[config.mk]
export PLATFORM = sky130hd
export DESIGN_NAME = pclk_gen_top
export DESIGN_NICKNAME = d
export VERILOG_FILES = /design/src/rtl/pclk_gen_pkg.sv /design/src/rtl/pclk_rst_qual.sv /design/src/rtl/pclk_divider.sv /design/src/rtl/pclk_stat_gate.sv /design/src/rtl/pclk_gen_top.sv
export SDC_FILE = /design/constraint.sdc
export NUM_CORES = 1
export LEC_CHECK = 0
export BUFFER_PORTS_ARGS = -buffer_cell sky130_fd_sc_hd__buf_4
export CAP_MARGIN = 20
export CORE_AREA = 2 2 39 41
export DETAILED_ROUTE_END_ITERATION = 16
export DIE_AREA = 0 0 41 43
export GPL_ROUTABILITY_DRIVEN = 1
export MAX_ROUTING_LAYER = met4
export PLACE_DENSITY = 0.5
export SLEW_MARGIN = 25
export SYNTH_ARGS = -nofsm -noshare
export SYNTH_HDL_FRONTEND = slang
export SYNTH_SLANG_ARGS = --single-unit
[constraint.sdc]
create_clock -name iclk -period 2.65 [get_ports iclk]
set_clock_uncertainty 0.2 [all_clocks]
set_input_delay 0.53 -clock iclk [delete_from_list [all_inputs] [get_ports iclk]]
set_output_delay 0.53 -clock iclk [all_outputs]
set_load 0.01 [all_outputs]
[src/rtl/pclk_gen_pkg.sv]
package pclk_gen_pkg;

    localparam int STAT_W = 8;
    // bits 0..6 idle high, bit 7 (interrupt acknowledge) idle low
    localparam logic [STAT_W-1:0] STAT_RST = 8'h7F;

    typedef struct packed {
        logic tclk;
        logic pclk;
        logic strobe;
    } clk_state_t;

endpackage

[src/rtl/pclk_rst_qual.sv]
module pclk_rst_qual #(
    parameter int MIN_EDGES = 4
) (
    input  logic iclk,
    input  logic rst_in,
    output logic core_rst
);
    localparam int CNT_W = $clog2(MIN_EDGES + 1);
    localparam logic [CNT_W-1:0] CNT_TOP = CNT_W'(MIN_EDGES - 1);

    typedef struct packed {
        logic [CNT_W-1:0] cnt;
        logic             active;
    } qual_t;

    qual_t st_d, st_q;

    always_comb begin
        st_d = st_q;
        if (rst_in) begin
            // this edge completes the run when cnt already holds MIN_EDGES-1
            if (st_q.cnt >= CNT_TOP) begin
                st_d.cnt    = CNT_TOP;
                st_d.active = 1'b1;
            end else begin
                st_d.cnt = st_q.cnt + CNT_W'(1);
            end
        end else begin
            st_d.cnt    = '0;
            st_d.active = 1'b0;
        end
    end

    always_ff @(posedge iclk) begin
        st_q <= st_d;
    end

    assign core_rst = st_q.active;

endmodule

[src/rtl/pclk_divider.sv]
module pclk_divider
    import pclk_gen_pkg::*;
(
    input  logic iclk,
    input  logic hold_rst,
    input  logic wait_in,
    output logic pclk,
    output logic tclk,
    output logic strobe
);
    clk_state_t st_d, st_q;

    always_comb begin
        st_d = st_q;
        if (hold_rst) begin
            st_d = '0;
        end else if (!st_q.tclk) begin
            // rising point: the processor clock follows only without wait
            st_d.tclk   = 1'b1;
            st_d.pclk   = !wait_in;
            st_d.strobe = !wait_in;
        end else begin
            st_d.tclk   = 1'b0;
            st_d.pclk   = 1'b0;
            st_d.strobe = 1'b0;
        end
    end

    always_ff @(posedge iclk) begin
        st_q <= st_d;
    end

    assign pclk   = st_q.pclk;
    assign tclk   = st_q.tclk;
    assign strobe = st_q.strobe;

endmodule

[src/rtl/pclk_stat_gate.sv]
module pclk_stat_gate #(
    parameter int              W       = 8,
    parameter logic [W-1:0]    RST_VAL = '0
) (
    input  logic         hold_rst,
    input  logic [W-1:0] stat_i,
    output logic [W-1:0] stat_o
);
    for (genvar b = 0; b < W; b++) begin : g_bit
        always_comb begin
            stat_o[b] = hold_rst ? RST_VAL[b] : stat_i[b];
        end
    end

endmodule

[src/rtl/pclk_gen_top.sv]
module pclk_gen_top
    import pclk_gen_pkg::*;
#(
    parameter int MIN_EDGES = 4
) (
    input  logic              iclk,
    input  logic              rst_in,
    input  logic              wait_in,
    input  logic [STAT_W-1:0] bus_stat_i,
    output logic              pclk_o,
    output logic              tclk_o,
    output logic              cyc_start_o,
    output logic              core_rst_o,
    output logic [STAT_W-1:0] bus_stat_o
);
    logic core_rst;

    pclk_rst_qual #(.MIN_EDGES(MIN_EDGES)) u_qual (
        .iclk     (iclk),
        .rst_in   (rst_in),
        .core_rst (core_rst)
    );

    pclk_divider u_div (
        .iclk     (iclk),
        .hold_rst (core_rst),
        .wait_in  (wait_in),
        .pclk     (pclk_o),
        .tclk     (tclk_o),
        .strobe   (cyc_start_o)
    );

    pclk_stat_gate #(.W(STAT_W), .RST_VAL(STAT_RST)) u_stat (
        .hold_rst (core_rst),
        .stat_i   (bus_stat_i),
        .stat_o   (bus_stat_o)
    );

    assign core_rst_o = core_rst;

endmodule

Yosys cells after proc, flatten, opt, wreduce, memory -nomap -nowiden
Cells that the tools add are included.
W data, S select, Z words.
Cells by class
  add/subtract/negate cells: 1
  order comparisons: 1
  multiplexer cells: 10
  bitwise operators: 1
  reduce and logical (&&, ||, !) cells: 3
Operators by type and width (number)
  $mux W1: 8
  $reduce_or A2 Y1: 2
  $add A3 B1 Y3 const B: 1
  $ge A3 B2 Y1 const B: 1
  $mux W3: 1
  $mux W2: 1
  $logic_not A1 Y1: 1
  $not A1 Y1: 1
Storage, ports and cells
  flip-flop bits (word level): 6
  input bits: 11

Depth between registers and ports, before layout
  word-level depth: 2
  gate-level depth with buffers: 4

By module
Synthesis repeated with hierarchy kept, for this count alone.
Second synthesis, totals
  cells, all modules: 26
  area, all modules: 272.8 um^2
Modules (own cells, without submodules)
  pclk_rst_qual: times used 1, cells each 13, area each 161.4 um^2, sequential area each 80.1 um^2
  pclk_divider: times used 1, cells each 5, area each 61.3 um^2, sequential area each 40.0 um^2
  pclk_stat_gate: times used 1, cells each 8, area each 50.0 um^2, sequential area each 0.0 um^2

Worst setup path after synthesis
OpenSTA, ideal clock, no wires.
  path type: flip-flop to output port
  start: register u_qual.st_q, in the netlist u_qual.core_rst
  end: output port bus_stat_o[0]
  arrival time: 0.823 ns
  required time: 1.920 ns
  setup slack: 1.097 ns
  stages on the path, launching flop included: 3
  cell sequence: dfxtp_1 > clkbuf_1 > or2_2
Between the ends
  cells in the longest elaborated chain, start to end: 1
Ends and longest elaborated chain
  start: declaration: RTL line pclk_rst_qual.sv:16  | qual_t st_d, st_q;
  start signal: assignment: RTL line pclk_rst_qual.sv:35  | st_q <= st_d;
  $mux W1: RTL line pclk_stat_gate.sv:11  | stat_o[b] = hold_rst ? RST_VAL[b] : stat_i[b];
  end: declaration: RTL line pclk_gen_top.sv:14  | output logic [STAT_W-1:0] bus_stat_o
No other way between the ends.

Worst setup path in the final report
  start: register u_qual.st_q, in the netlist u_qual.core_rst
  end: output port bus_stat_o[2]
The elaborated chain is that of the path after synthesis.

==> results_dict.tcl <==
set metrics [dict create \
    clkLatencyLatePin_ps 240 \
    synthAdderAreaFrac 0.0922 \
    rows 14 \
    fin_ws_ps 817 \
    cp_data_arrival_time_ps 1100 \
    vdd_drop_max_uv 431 \
    avgSynthCellArea_um2 10.1 \
    path_class "flip-flop to primary output" \
    synth_cell_types 13 \
    yosysMostFrequentCell "or2_2" \
    dp.cells 63 \
    setup_viol 0 \
    fin_cells 66 \
    clkTransAtPathRegs_ps 40 \
    worst_pin_slew_ps 318 \
    die_area_um2 1760 \
    synth_async_sr_flop_share 0 \
    hold_violations 0 \
    antenna_found_initial 0 \
    synth_area_leaders "dfxtp_1 (44%), or2_2 (16%), ha_1 (9.2%)" \
    drive_gt1_frac 0.680 \
    coreArea_um2 1380 \
    h-tree-depth 1 \
    status "complete, no violations" \
    wl_per_cell_um 8.73 \
    synth_xor_area_frac 0 \
    synth-compound-area-share 0.134 \
    synth_top_area_frac 0.442 \
    ant_nets 0 \
    initial_core_util 0.196 \
    synth_flop_cell "dfxtp_1" \
    netlist_top_cells_count "or2_2 (7), dfxtp_1 (6), ha_1 (2), inv_1 (2), o21a_1 (2)" \
    netlist_instances 27 \
    switching_share 0.323 \
    synthToLayoutAreaGrowth_pct 72.4 \
    cts-root-buf "clkbuf_4" \
    synth_top_family_by_area "simple AND/OR/NAND/NOR gates" \
    postCtsHoldBufs 0 \
    synth_fp_nets 40 \
    synthMuxAreaShare 0 \
    rsz0062_at_grt "false" \
    power.switching_mw 0.142 \
    worst_hold_path_type "flip-flop to flip-flop" \
    post-cts-setup-buffer-count 0 \
    powerDensity_nw_per_um2 939 \
    whs_ps 221 \
    power_leakage_nw 0.236 \
    hp-start "u_div.tclk$_SDFF_PP0_" \
    finalSetupTns_ps 0 \
    cp.required_ps 1920 \
    yosys.area_share.simple 0.263 \
    design_area_um2 468 \
    ios 23 \
    grt_max_degree 13 \
    synth_edf_count 0 \
    via_count 248 \
    clockBufferDepth 2 \
    cp-startpoint "u_qual.core_rst$_SDFFE_PN0P_" \
    die_h_um 43 \
    max_slew_margin 0.788 \
    syn_area_um2 272 \
    grt_overflow 0 \
    die_x_um 41 \
    dr.first_iter.drc_count 0 \
    finalWirelength_um 576 \
    portBuffers 22 \
    intPower_mw 0.298 \
    startpoint_type "flip-flop" \
    place_ws_ps 875 \
    cts_buffers 3 \
    final_max_slew_viol_count 0 \
    clockPowerShare 0.181 \
    grt_usage 0.0742 \
    min_period_ps 1830 \
    gp_congestion 0.564 \
    ys_seq_area_frac 0.442 \
    post-route-drc-count 0 \
    timing.rr.start "u_qual.st_q[1]$_SDFF_PN0_" \
    synth_top_area_cell "dfxtp_1" \
    fin_nets 65 \
    cts-resized-gates 0 \
    avgViaCountPerCell 3.76 \
    synth-warning-count 0 \
    grt_pass1_vias 196 \
    ys_ff_latch 6 \
    crit_path_max_fanout 12 \
    max_cap_viol_count 0 \
    comb_power_share 0.456 \
    cts.sinks 6 \
    fmax_mhz 546 \
    n_antenna_cell 0 \
    p_seq_frac 0.363 \
    place_area_um2 445 \
    end_kind "primary output" \
    dp_hpwl_um 471 \
    grt_pass1_wl_um 793 \
    fin_crit_sh 0.692 \
    first_pass_iters 1 \
    tritoncts "yes" \
]
stage by stage:
step	power, mW	utilization
after floorplan	0.269	-
after global placement	0.365	0.322
after detailed placement	0.366	0.322
after CTS	0.449	0.338
after global routing	0.477	0.338
final	0.439	0.338
sequential cells by signal, summed over array words and instances (netlist names):
name / flops
u_div.tclk: 1
u_div.pclk: 1
u_qual.st_q: 3
u_qual.core_rst: 1
power by group through the flow:
stage	sequential [mW]	clock, mW	combinational [mW]
floorplan	0.156	0	0.113
global placement	0.162	0	0.203
detailed placement	0.162	0	0.204
CTS	0.160	0.0845	0.204
global route	0.167	0.0896	0.220
finish	0.160	0.0794	0.200
layout make-up:
cell class / instances / area, µm²
fillers: 155 / 916
repair buffers: 22 / 165
multi-input cells: 17 / 133
flip-flops and latches: 6 / 120
clock buffers: 3 / 22.5
well taps: 16 / 20.0
inverters: 2 / 7.51
layer usage:
layer,GRT usage,share of wire,vias up
li1,-,-,134
met1,0.0839,0.40,103
met2,0.0781,0.47,11
met3,0.0785,0.12,0
met4,0.0400,0,0
met5,-,0,-
worst max-delay path, stage by stage, from the launching register on:
cell and delay (ps):
dfxtp_1 390, or2_2 330, buf_4 140
cell families (layout without fill, tap and decap cells):
logic type      count (synthesis)  after routing
fa+ha+maj                       2              2
compound gates                  4              4
buf+inv                         4             27
flops                           6              6
simple gates                   11             11
cells in the final DEF, fill, tap and decap left out, types with 2 or more instances in the layout:
| cell | count |
|---|---|
| or2_2 | 7 |
| buf_4 | 22 |
| ha_1 | 2 |
| clkbuf_4 | 3 |
| o21a_1 | 2 |
| dfxtp_1 | 6 |
| inv_1 | 2 |
final timing paths:
path | to | slack (ps) | cells after the start
setup / recovery | bus_stat_o[2] | 820 | 2
hold / removal | u_div.tclk$_SDFF_PP0_ | 220 | 1
setup reg to reg | u_qual.core_rst$_SDFFE_PN0P_ | 1130 | 4
hold reg to reg | u_div.tclk$_SDFF_PP0_ | 220 | 1
Power figures use the tool's default switching activity.
